File: src/rtl/mbx_pkg.sv
// Shared types for the mailbox write engine.
// Assumes: the destination address space is 16 bits wide.
package mbx_pkg;
    localparam int ADDR_W = 16;

    typedef enum logic [2:0] {
        ST_IDLE,
        ST_READ,
        ST_WAIT,
        ST_WRITE,
        ST_DONE
    } mbx_state_e;

    typedef enum logic [1:0] {
        K_IGNORE,
        K_FAULT,
        K_DIRECT,
        K_RMW
    } mbx_kind_e;
endpackage

File: src/rtl/mbx_decode.sv
// Decodes a command write into its kind, destination address, keep mask,
// target core and new data. Purely combinational.
// Assumes: NUM_CORES >= 2 and the core field is 10 bits wide.
module mbx_decode
    import mbx_pkg::*;
#(
    parameter int              OFS_W     = 12,
    parameter int              NUM_CORES = 4,
    parameter logic [OFS_W-1:0] MAIL_OFS = 12'h048,
    parameter logic [OFS_W-1:0] ANY_OFS  = 12'h158,
    parameter logic [ADDR_W-1:0] MBOX_BASE = 16'h1000,
    localparam int             CORE_W    = $clog2(NUM_CORES)
) (
    input  logic [OFS_W-1:0]  offset_i,
    input  logic [3:0]        size_i,
    input  logic [63:0]       data_i,
    output mbx_kind_e         kind_o,
    output logic [ADDR_W-1:0] addr_o,
    output logic [3:0]        keep_o,
    output logic [CORE_W-1:0] core_o,
    output logic [31:0]       wdata_o
);
    localparam logic [ADDR_W-1:0] SLOT_BASE = MBOX_BASE + ADDR_W'(16'h20);

    logic [9:0] core_id;
    logic       is_mail;
    logic       is_any;
    logic       core_ok;
    logic       unused_bits;

    assign core_id     = data_i[25:16];
    assign is_mail     = (offset_i == MAIL_OFS);
    assign is_any      = (offset_i == ANY_OFS);
    assign core_ok     = (32'(core_id) < NUM_CORES);
    assign keep_o      = data_i[30:27];
    assign wdata_o     = data_i[63:32];
    assign core_o      = core_id[CORE_W-1:0];
    assign unused_bits = ^{data_i[31], data_i[26]};

    // Address selection between mailbox slot and free address.
    always_comb begin
        if (is_mail) addr_o = SLOT_BASE + {11'd0, data_i[4:2], 2'b00};
        else         addr_o = data_i[ADDR_W-1:0];
    end

    // Classification of the command.
    always_comb begin
        if (!(is_mail || is_any) || size_i != 4'd8) kind_o = K_IGNORE;
        else if (!core_ok)                          kind_o = K_FAULT;
        else if (keep_o != 4'd0)                    kind_o = K_RMW;
        else                                        kind_o = K_DIRECT;
    end
endmodule

File: src/rtl/mbx_merge.sv
// Byte merge of an old word and a new word under a keep mask:
// a set keep bit takes that byte from the old word.
module mbx_merge #(
    parameter int BYTES = 4
) (
    input  logic [BYTES-1:0]   keep_i,
    input  logic [8*BYTES-1:0] old_i,
    input  logic [8*BYTES-1:0] new_i,
    output logic [8*BYTES-1:0] out_o
);
    for (genvar b = 0; b < BYTES; b++) begin : g_byte
        assign out_o[8*b +: 8] = keep_i[b] ? old_i[8*b +: 8] : new_i[8*b +: 8];
    end
endmodule

File: src/rtl/mbx_fsm.sv
// Sequencer: idle, optional read and wait for data, write, done.
// Assumes: read data returns at some later cycle via rsp_valid.
module mbx_fsm
    import mbx_pkg::*;
(
    input  logic       clk,
    input  logic       rst_n,
    input  logic       cmd_valid,
    input  mbx_kind_e  kind_i,
    input  logic       req_ready,
    input  logic       rsp_valid,
    output mbx_state_e state_o,
    output logic       accept_o,
    output logic       busy_o,
    output logic       done_o,
    output logic       req_valid_o,
    output logic       req_write_o
);
    mbx_state_e state_q, state_d;

    assign accept_o    = cmd_valid && (state_q == ST_IDLE);
    assign busy_o      = (state_q != ST_IDLE);
    assign done_o      = (state_q == ST_DONE);
    assign req_valid_o = (state_q == ST_READ) || (state_q == ST_WRITE);
    assign req_write_o = (state_q == ST_WRITE);
    assign state_o     = state_q;

    // Next-state selection.
    always_comb begin
        state_d = state_q;
        unique case (state_q)
            ST_IDLE: if (cmd_valid) begin
                unique case (kind_i)
                    K_RMW:    state_d = ST_READ;
                    K_DIRECT: state_d = ST_WRITE;
                    default:  state_d = ST_DONE;
                endcase
            end
            ST_READ:  if (req_ready) state_d = ST_WAIT;
            ST_WAIT:  if (rsp_valid) state_d = ST_WRITE;
            ST_WRITE: if (req_ready) state_d = ST_DONE;
            default:  state_d = ST_IDLE;
        endcase
    end

    // State register.
    always_ff @(posedge clk) begin
        if (!rst_n) state_q <= ST_IDLE;
        else        state_q <= state_d;
    end

    AST_DONE_PULSE: assert property (@(posedge clk) disable iff (!rst_n)
        done_o |=> !done_o);
    AST_NO_REQ_IDLE: assert property (@(posedge clk) disable iff (!rst_n)
        !busy_o |-> !req_valid_o);
    AST_REQ_HOLD: assert property (@(posedge clk) disable iff (!rst_n)
        (req_valid_o && !req_ready) |=> (req_valid_o && $stable(req_write_o)));
endmodule

File: src/rtl/mbox_cmd_engine.sv
// Remote mailbox write engine: one 64-bit command becomes one 32-bit store,
// with an optional read-merge, into a target core's register space.
// Assumes: the register port completes writes on req_ready and returns
// read data later on rsp_valid; NUM_CORES >= 2.
module mbox_cmd_engine
    import mbx_pkg::*;
#(
    parameter int               OFS_W     = 12,
    parameter int               NUM_CORES = 4,
    parameter logic [OFS_W-1:0] MAIL_OFS  = 12'h048,
    parameter logic [OFS_W-1:0] ANY_OFS   = 12'h158,
    parameter logic [15:0]      MBOX_BASE = 16'h1000,
    localparam int              CORE_W    = $clog2(NUM_CORES)
) (
    input  logic              clk,
    input  logic              rst_n,
    input  logic              cmd_valid,
    input  logic [OFS_W-1:0]  cmd_offset,
    input  logic [3:0]        cmd_size,
    input  logic [63:0]       cmd_data,
    output logic              cmd_busy,
    output logic              done,
    output logic              err,
    output logic              req_valid,
    input  logic              req_ready,
    output logic              req_write,
    output logic [15:0]       req_addr,
    output logic [31:0]       req_wdata,
    output logic [CORE_W-1:0] req_core,
    input  logic              rsp_valid,
    input  logic [31:0]       rsp_rdata
);
    mbx_kind_e         dec_kind;
    logic [ADDR_W-1:0] dec_addr;
    logic [3:0]        dec_keep;
    logic [CORE_W-1:0] dec_core;
    logic [31:0]       dec_wdata;

    mbx_kind_e         kind_q;
    logic [ADDR_W-1:0] addr_q;
    logic [3:0]        keep_q;
    logic [CORE_W-1:0] core_q;
    logic [31:0]       wdata_q;
    logic [31:0]       merged;

    mbx_state_e        state;
    logic              accept;

    mbx_decode #(
        .OFS_W(OFS_W), .NUM_CORES(NUM_CORES), .MAIL_OFS(MAIL_OFS),
        .ANY_OFS(ANY_OFS), .MBOX_BASE(MBOX_BASE)
    ) decode_i (
        .offset_i(cmd_offset), .size_i(cmd_size), .data_i(cmd_data),
        .kind_o(dec_kind), .addr_o(dec_addr), .keep_o(dec_keep),
        .core_o(dec_core), .wdata_o(dec_wdata)
    );

    mbx_merge #(.BYTES(4)) merge_i (
        .keep_i(keep_q), .old_i(rsp_rdata), .new_i(wdata_q), .out_o(merged)
    );

    mbx_fsm fsm_i (
        .clk(clk), .rst_n(rst_n), .cmd_valid(cmd_valid), .kind_i(dec_kind),
        .req_ready(req_ready), .rsp_valid(rsp_valid), .state_o(state),
        .accept_o(accept), .busy_o(cmd_busy), .done_o(done),
        .req_valid_o(req_valid), .req_write_o(req_write)
    );

    // Command capture on acceptance; merged data replaces the word on read return.
    always_ff @(posedge clk) begin
        if (!rst_n) begin
            kind_q  <= K_IGNORE;
            addr_q  <= '0;
            keep_q  <= '0;
            core_q  <= '0;
            wdata_q <= '0;
        end else if (accept) begin
            kind_q  <= dec_kind;
            addr_q  <= dec_addr;
            keep_q  <= dec_keep;
            core_q  <= dec_core;
            wdata_q <= dec_wdata;
        end else if (state == ST_WAIT && rsp_valid) begin
            wdata_q <= merged;
        end
    end

    assign req_addr  = addr_q;
    assign req_wdata = wdata_q;
    assign req_core  = core_q;
    assign err       = done && (kind_q == K_FAULT);

    AST_ERR_WITH_DONE: assert property (@(posedge clk) disable iff (!rst_n)
        err |-> done);
    AST_CORE_RANGE: assert property (@(posedge clk) disable iff (!rst_n)
        req_valid |-> (32'(req_core) < NUM_CORES));
    AST_REQ_FIELDS_HOLD: assert property (@(posedge clk) disable iff (!rst_n)
        (req_valid && !req_ready) |=>
            ($stable(req_addr) && $stable(req_wdata) && $stable(req_core)));
    AST_READ_THEN_WRITE: assert property (@(posedge clk) disable iff (!rst_n)
        (rsp_valid && state == ST_WAIT) |=> (req_valid && req_write));
endmodule

File: config.mk
export PLATFORM = sky130hd
export DESIGN_NAME = mbox_cmd_engine
export DESIGN_NICKNAME = d
export VERILOG_FILES = /design/src/rtl/mbx_pkg.sv /design/src/rtl/mbx_decode.sv /design/src/rtl/mbx_merge.sv /design/src/rtl/mbx_fsm.sv /design/src/rtl/mbox_cmd_engine.sv
export SDC_FILE = /design/constraint.sdc
export NUM_CORES = 1
export LEC_CHECK = 0
export ABC_AREA = 1
export BUFFER_PORTS_ARGS = -buffer_cell sky130_fd_sc_hd__buf_2
export CAP_MARGIN = 40
export CORE_MARGIN = 5
export CORE_UTILIZATION = 44
export CTS_BUF_LIST = sky130_fd_sc_hd__clkbuf_4
export DETAILED_ROUTE_END_ITERATION = 7
export HOLD_SLACK_MARGIN = 0.12
export PLACE_DENSITY = 0.89
export SETUP_SLACK_MARGIN = 0.3
export SLEW_MARGIN = 40
export SYNTH_ARGS = -nofsm -noshare
export SYNTH_HDL_FRONTEND = slang
export SYNTH_SLANG_ARGS = --single-unit
File: constraint.sdc
create_clock -name clk -period 1.97 [get_ports clk]
set_clock_uncertainty 0.05 [all_clocks]
set_input_delay 0 -clock clk [delete_from_list [all_inputs] [get_ports clk]]
set_output_delay 0 -clock clk [all_outputs]
set_load 0.05 [all_outputs]
==> results of run 1 <==
==> per-layer routing <==
metal	track usage, %	vias up
met5	0	-
met4	21.4	0
met3	9.03	84
met2	52.8	249
met1	27.1	1773
li1	-	1812
==> stage by stage <==
step / utilization, % / instance area, sq um / hold slack (ns)
CTS: 79.3 / 4950 / 0.312
detailed placement: 58.3 / 3640 / 0.205
finish: 80.7 / 5040 / 0.328
floorplan: - / 2790 / 0.0926
global placement: 58.3 / 3640 / 0.200
global route: 80.7 / 5040 / 0.310
==> logic make-up after synthesis <==
group / Yosys count / share of synthesized area (%)
compound gates: 80 / 19.4
buf+inv: 49 / 8.74
flops: 59 / 42.5
simple gates: 193 / 29.3
==> cell type report <==
class / count / area, sq um
tap: 77 / 96.3
sequential: 59 / 1180
inverter: 27 / 109
fill: 355 / 1200
timing repair buffer: 296 / 2140
antenna: 3 / 7.51
clock buffer: 10 / 75.1
clock inverter: 6 / 56.3
multi-input combinational: 273 / 1370
==> power by group <==
group / total, mW / switching (mW) / leakage (nW) / internal, mW
Combinational: 1.16 / 0.706 / 2.14 / 0.450
Sequential: 1.35 / 0.0545 / 0.487 / 1.30
Clock: 0.848 / 0.458 / 0.0736 / 0.390
==> final timing paths <==
check                   start             to  cells past startpoint
max          fsm_i.state_o[0]  req_wdata[19]                      9
min              cmd_data[14]   req_addr[14]                      4
max reg2reg  fsm_i.state_o[0]  req_wdata[19]                      9
min reg2reg       req_addr[4]    req_addr[4]                      2
==> sequential cells by signal, indices dropped and copies added (netlist names) <==
| name | cells |
|---|---|
| keep_q | 4 |
| kind_q | 2 |
| req_addr | 16 |
| fsm_i.state_o | 3 |
| req_wdata | 32 |
| req_core | 2 |
==> what timing repair did <==
| action | CTS | global route |
|---|---|---|
| gates resized for setup | 3 | 4 |
| setup endpoints to repair | 29 | 49 |
| buffers inserted | 7 | 0 |
| hold endpoints to repair | 59 | 2 |
| pin swaps | 4 | 0 |
| hold buffers | 108 | 8 |
| gates cloned | 0 | 0 |
==> placed cells by master (no fill, tap or decap), types with 2 or more instances in the layout <==
master and count:
a21oi_1 24, buf_12 4, buf_2 169, buf_4 7
clkbuf_4 10, clkinv_2 3, dfxtp_1 57, dfxtp_2 2
diode_2 3, dlygate4sd3_1 115, inv_1 22, inv_2 2
inv_4 3, nand2_1 120, nand3_1 25, nand4_1 2
nor2_1 35, nor2_4 4, o211a_1 24, o21ai_0 27
o21ai_1 2
==> worst register-to-register path: cells and delay by family (launching register included) <==
family / cells / cell delay [ns]
buffers and inverters: 3 / 0.49
AO/OA/AOI/OAI: 1 / 0.17
AND/OR/NAND/NOR: 5 / 0.55
flip-flops: 1 / 0.35
==> metrics.txt, run 1 <==
outcome complete, no violations; Max Buffers Root-to-Sink 2; DP HPWL about 6400 um; grt ovf 0; Post-synth EDFFs 0; first-pass GRT wire length roughly 17000 um; Post-Route WL 12100 um; Initial Util between 40 and 50%; drt pass-1 iters 6; IO Pins 172; met1 wire length slightly below 4000 um; R2R Setup Slk approximately 0.34 ns; final worst slack between 0.3 and 0.4 ns; register bit total from synthesis between 50 and 60; setup_tns 0 ns; Die ar. between 8000 and 9000 sq um; core area 6240 sq um; number of synthesis warnings 0; Peak VDD IR roughly 0.00059 V; post-synthesis sequential area ratio between 40 and 50%; synthesized area 2780 sq um; Synth top area share a little over two fifths; wire length per cell roughly 16 um; I/O Buffers roughly 170; Final setup viols 0; Die X approximately 89 um; CTS sink cnt 59; die height around 90 um; clk slew on worst S/H paths ~0.12 ns; post-route ant nets 0; Root Driver clkbuf_4; fmax around 610 MHz; Final Critical Period ~1.6 ns; DR vias/cell around 5.2; Hold Crit Class in -> reg; DR WL met2 between 6000 and 7000 um; Worst-Margin Slew a little under 0.6 ns; Final Max Tran Viols 0; GRT Util Overall 29.1%; CTS buffer count 9; Core Rows 29; CTS tree yes; CP most frequent cell inv_4; CP top delay family simple AND/OR/NAND/NOR gates; cells after synthesis roughly 380; Area growth, synth to finish 81.4%; share of cells above drive strength 1 31.9%; DR vias 3918; leakage 2.70 nW; max cap viols 0; initial antenna violation count 2; Crit path largest cell delay roughly 0.35 ns; Mapped Avg Cell Area between 7 and 8 sq um; synth cell count leaders nand2_1 (120), dfxtp_1 (59), nor2_1 (36); unique cell type count in the Yosys netlist 24; startpoint types flop; post-synth top area cell dfxtp_1; Max Fanout on Critical Path 41; PwrDens around 670 nW/um^2; cells along the critical path nor2_4 > nand2_4 > inv_4 > nand2_8 > inv_4 > buf_12 > nand2_1 > nand3_1 > o211a_1; placed insts 610; crit end category flop; H-tree depth 3; Crit Path Class reg -> reg; CP max-delay cell dfxtp_1; drt drc 0; routability cong. between 0.8 and 0.9; vias in the first global route between 3000 and 4000; syn nets about 500; DR WL met3 971 um; Net count, final just under 800; FFs w/ async S/R, synth 0%; Clock Latency Late Sink between 0.4 and 0.5 ns; largest net degree at the start of global routing 42; Pwr Total about 3.4 mW; largest cells by area after synthesis dfxtp_1 (43%), nand2_1 (16%), o211a_1 (8.6%), nor2_1 (4.9%), o21ai_0 (4.9%); Non-Filler Instances approximately 750; Tcrit/Tclk final just over 80%; worst relative slew slack between 60% and 70%; max layer used met4; Final Hold Fails 0; top-count cell post-synth nand2_1; Setup WS pre-CTS roughly 0.26 ns; Critical path buffers and inverters 3; Initial DRC Count about 210; unrepaired setup endpoints after global routing yes; WP data required approximately 2.3 ns; crit path DAT slightly below 2 ns; Primary FF master, synth dfxtp_1
(Power assumes the default switching activity.)
==> run 2: changes to the inputs <==
clock period = 1.55 ns   (was 1.97 ns; I/O delays follow)
==> run 2 against run 1 <==
Global-route usage rose by 4.7 points. Sequential share of layout area fell by 1.8 points. Via count rose by 7.6%. Critical endpoint is now req_wdata[10]. Combinational power rose by 50%. Cell area rose by 9.1%. The flow now finishes with violations (setup timing). First-iteration DRC count rose by 57%. Largest cell class unchanged. Clock power rose by 27%. Sequential power rose by 28%. Setup slack got worse by 0.43 ns.
==> metrics.txt, run 2 (synthesis results as in run 1) <==
outcome finished, violations left; failing checks setup timing; Crit path largest cell delay 0.38 ns (+0.03 ns); FF-to-FF End req_wdata[10]; Post-Route WL 14700 um (+21%); multi-input logic area 1510 sq um (+10%); Die X 89.5 um (unchanged); H-tree depth 3 (unchanged); Initial DRC Count 328 (+57%); Area growth, synth to finish 97.9%; clk slew on worst S/H paths 0.12 ns (about the same); Reg area 1190 sq um (+0.74%); Crit Path Class reg -> reg; Tcrit/Tclk final 106% (+23 points); PwrDens 829 nW/um^2 (+24%); CTS sink cnt 59 (unchanged); Max Buffers Root-to-Sink 2 (unchanged); Setup WS pre-CTS -0.0354 ns (-0.297 ns); DR vias/cell 5.58 (+7.0%); Final Critical Period 1.64 ns (+0.0131 ns); CTS buffer count 9 (unchanged); Root Driver clkbuf_4; post-route ant nets 0 (unchanged); Initial Util 44.5% (unchanged); largest net degree at the start of global routing 39 (-7.1%); routability cong. 0.800 (-8.6%); Final Max Tran Viols 0 (unchanged); Hold Crit Class in -> reg; Final setup viols 53 (+53); vias in the first global route 4421 (+12%); commonest non-fill, non-tap cell in the layout buf_2; I/O Buffers 169 (unchanged); crit path DAT 1.94 ns (-0.02 ns); Flop pwr share 37.9% (-2.4 points); cells along the critical path nor2_4 > nand2_8 > inv_8 > buf_12 > nand2_4 > clkinv_8 > buf_12 > nand2_1 > nand3_1 > o211a_1; Non-Filler Instances 755 (+0.53%); Clk pwr share 23.8% (-1.5 points); Die ar. 8000 sq um (unchanged); GRT Util Overall 33.7% (+4.7 points); leakage 2.87 nW (+6.3%); max cap viols 0 (unchanged); startpoint types flop; Peak VDD IR 0.000812 V (+38%); fmax 608 MHz (-0.80%); IO Pins 172 (unchanged); Clock Latency Late Sink 0.38 ns (-0.03 ns); switching power 1.72 mW (+41%); hold depth 5 (+1); wire length per cell 19.5 um (+21%); n_diodes 0 (-3); unrepaired setup endpoints after global routing yes; CP max-delay cell dfxtp_4; DP HPWL 6450 um (+1.2%); hold-fix buffers at CTS 98 (-9.3%); final worst slack -0.0948 ns (-0.433 ns); CTS tree yes; drt pass-1 iters 5 (-1); setup_tns -2.42 ns (-2.42 ns); Max Fanout on Critical Path 14 (-66%); logic gate share of total power 38.3% (+3.8 points); Net count, final 790 (+0.89%); min-delay src cmd_valid; max FFs per register 32 (unchanged); FILL cells 285 (-20%); placed insts 618 (+1.3%); Worst-Margin Slew 0.580 ns (-0.00338 ns); hold_ws 0.0783 ns (-0.249 ns); drt drc 0 (unchanged); crit end category flop; WP data required 1.84 ns (-0.45 ns); Final Hold Fails 0 (unchanged); DR vias 4216 (+7.6%); worst relative slew slack 61.2% (+0.23 points); internal power 2.84 mW (+33%); R2R Setup Slk -0.09 ns (-0.43 ns); r2r startpoint fsm_i.state_o[1]; core area 6240 sq um (unchanged); Sw Share 37.7% (+1.4 points); R2R depth 10 (+1); die height 89.5 um (unchanged); initial antenna violation count 0 (-2); Hold Path End keep_q[2]; Pwr Total 4.55 mW (+36%); first-pass GRT wire length 20600 um (+18%); share of cells above drive strength 1 38.3% (+6.5 points); CP most frequent cell buf_12; Core Rows 29 (unchanged); most frequent cells in the layout buf_2 (164), nand2_1 (117), dlygate4sd3_1 (98), dfxtp_1 (56), nor2_1 (33); grt ovf 0 (unchanged)
## run 2: changes by cell type in the layout (fill, tap and decap cells not counted), sizes merged
cell / before / now
inv: 27 / 26
nor2: 40 / 41
clkinv: 4 / 6
diode: 3 / 0
dlygate4sd3: 115 / 98
buf: 181 / 202
nand2: 122 / 123
## run 2: how the worst max path moves through the flow
stage                                start            end  cells after the start
after CTS                 fsm_i.state_o[0]   req_wdata[8]                     10
after floorplan           fsm_i.state_o[1]  req_wdata[14]                     10
after global placement    fsm_i.state_o[1]   req_wdata[0]                     10
after global routing      fsm_i.state_o[1]  req_wdata[24]                     10
after detailed placement  fsm_i.state_o[1]   req_wdata[4]                     10
final                     fsm_i.state_o[1]  req_wdata[10]                     10
## run 2: layout make-up
type | count | share of cell area [%]
Tap cell | 77 | 1.75
Timing Repair Buffer | 301 | 44.3
Clock buffer | 9 | 1.23
Multi-Input combinational cell | 275 | 27.5
Clock inverter | 7 | 1.05
Inverter | 27 | 2.46
Sequential cell | 59 | 21.7
## run 2: worst max-delay path, delay by kind of cell (launching register included)
family	cells	cell delay, ns
AO/OA/AOI/OAI	1	0.16
buffers and inverters	4	0.46
flip-flops	1	0.38
AND/OR/NAND/NOR	5	0.55
## run 2: metrics by stage
step                instance area [sq um]  util, %
floorplan                            2840        -
global placement                     3780     60.6
detailed placement                   3780     60.6
CTS                                  5420     86.8
global route                         5500     88.1
finish                               5500     88.1
## run 2: power groups by stage
stage               logic [mW]  clock network, mW  registers (mW)
floorplan                0.430                  0            2.15
global placement          1.17                  0            1.74
detailed placement        1.20                  0            1.74
CTS                       1.61               1.06            1.71
global route              1.82               1.17            1.73
finish                    1.74               1.08            1.73
## run 2: layer usage
metal	vias to the layer above	global-route usage (%)	wire [um]
met5	-	0	0
met4	0	24.1	1060
met3	114	7.65	1170
met2	329	61.4	7630
met1	1936	33.4	4840
li1	1837	-	-
## run 2: what timing repair did
item                                   CTS  global route
endpoints found under the hold margin   59             2
pin swaps                               12             4
setup endpoints to repair               63            64
gates cloned                             8             1
buffers inserted                        12             2
gates resized for setup                 52            15
==> run 3: changes to the inputs <==
CORE_UTILIZATION = 46   (was 44)
CTS_BUF_LIST = default   (was sky130_fd_sc_hd__clkbuf_4)
PLACE_DENSITY = 0.92   (was 0.89)
clock period = 2.05 ns   (was 1.55 ns; I/O delays follow)
==> run 3 against run 2 <==
The run now ends clean. Die area down 3.9%. Setup slack better by 0.45 ns. Clock-buffer cell count grew 3. Final cell count shrank 4.0%. Register-to-register slack improved by 0.45 ns. Routed wire length shrank 14%.
==> metrics.txt, run 3 (synthesis results as in run 1) <==
outcome complete, no violations; WP data required 2.21 ns (+0.37 ns); CTS buffer count 9 (unchanged); Design Area, Final 4880 sq um (-11%); crit path DAT 1.85 ns (-0.09 ns); Setup crit start fsm_i.state_o[0]; Core Rows 28 (-3.4%); Critical Path Sink req_wdata[1]; clk slew on worst S/H paths 0.07 ns (-0.05 ns); Net count, final 762 (-3.5%); startpoint types flop; routability cong. 0.890 (+11%); Final Max Tran Viols 0 (unchanged); final worst slack 0.358 ns (+0.452 ns); I/O Buffers 169 (unchanged); drt pass-1 iters 5 (unchanged); Initial Util 47.2% (+2.7 points); Final Hold Fails 0 (unchanged); leakage 2.65 nW (-7.5%); Crit Path Class reg -> reg; post-route ant nets 0 (unchanged); Pwr Total 3.31 mW (-27%); initial antenna violation count 0 (unchanged); DR vias/cell 5.44 (-2.6%); max FFs per register 32 (unchanged); fmax 591 MHz (-2.8%); Post-Route WL 12700 um (-14%); crit end category flop; worst relative slew slack 54.5% (-6.8 points); share of cells above drive strength 1 33.4% (-4.9 points); H-tree depth 3 (unchanged); max cap viols 0 (unchanged); drt drc 0 (unchanged); first-pass GRT wire length 18100 um (-12%); Tcrit/Tclk final 82.6% (-24 points); PwrDens 678 nW/um^2 (-18%); vias in the first global route 4005 (-9.4%); DP HPWL 6280 um (-2.5%); core area 5890 sq um (-5.7%); commonest non-fill, non-tap cell in the layout buf_2; most frequent cells in the layout buf_2 (169), nand2_1 (120), dlygate4sd3_1 (92), dfxtp_1 (56), nor2_1 (34); GRT Util Overall 30.1% (-3.7 points); R2R Setup Slk 0.36 ns (+0.45 ns); CTS sink cnt 59 (unchanged); largest net degree at the start of global routing 41 (+5.1%); Root Driver clkbuf_8; placed inst area 3640 sq um (-3.9%); DR vias 3943 (-6.5%); Initial DRC Count 249 (-24%); die height 87.7 um (-2.0%); Hold Crit Class in -> reg; Final setup viols 0 (-100%); Max Fanout on Critical Path 8 (-6); Die X 87.7 um (-2.0%); FF-to-FF End req_wdata[1]; setup_tns 0 ns (+2.42 ns); Final Critical Period 1.69 ns (+0.0476 ns); grt ovf 0 (unchanged); Max Buffers Root-to-Sink 2 (unchanged); R2R depth 8 (-2); Area growth, synth to finish 75.7%; IO Pins 172 (unchanged); wire length per cell 17.5 um (-10%); Die ar. 7690 sq um (-3.9%); Clock Latency Late Sink 0.32 ns (-0.06 ns); Worst-Margin Slew 0.683 ns (+0.103 ns); Peak VDD IR 0.000465 V (-43%); r2r startpoint fsm_i.state_o[0]; Setup WS pre-CTS 0.278 ns (+0.313 ns); FILL cells 362 (+27%); unrepaired setup endpoints after global routing no; CTS tree yes
run 3: how the worst min path moves through the flow:
stage                             from            to  slack [ns]  depth (start not counted)
after floorplan           cmd_data[15]  req_addr[15]        0.09                          2
after global placement     cmd_data[8]   req_addr[8]        0.20                          3
after detailed placement   cmd_data[4]   req_addr[4]        0.21                          3
after CTS                  cmd_size[3]     kind_q[1]        0.17                          7
after global routing      cmd_data[24]     kind_q[1]        0.18                          6
final                     cmd_data[24]     kind_q[1]        0.15                          6
run 3: final cells by class:
cell class,count,area (sq um),share of cell area (%)
clock inverter,3,15.0,0.308
clock buffer,12,145,2.97
timing repair buffer,274,1920,39.4
tap,75,93.8,1.92
multi-input combinational,274,1400,28.8
antenna,1,2.50,0.0513
sequential,59,1180,24.3
inverter,27,111,2.28
run 3: through the flow:
step | hold slack [ns] | util, % | std cells
global placement | 0.202 | 61.8 | 608
global route | 0.184 | 82.9 | 724
CTS | 0.169 | 81.1 | 719
finish | 0.147 | 82.9 | 725
floorplan | 0.0926 | - | 381
detailed placement | 0.208 | 61.8 | 608
run 3: timing repair:
action,in CTS,in global routing
hold buffers,94,0
hold endpoints to repair,59,0
resized for setup,2,15
setup endpoints to repair,10,47
pin swaps,1,3
gates cloned,0,1
setup buffers,2,5
run 3: critical path, stage by stage, from the launching register on:
cell,delay [ns]
dfxtp_2,0.34
inv_1,0.12
nand3_1,0.20
o21ai_4,0.22
inv_4,0.09
a21oi_4,0.19
inv_2,0.12
nor2_1,0.17
nor2_1,0.08
run 3: per-layer routing:
layer / track usage (%) / wire [um]
met1: 28.5 / 4200
met2: 56.3 / 6640
met3: 5.93 / 982
met4: 22.6 / 868
met5: 0 / 0
run 3: power breakdown:
part,internal [mW],switching [mW]
Combinational,0.408,0.696
Sequential,1.25,0.0541
Clock,0.460,0.445
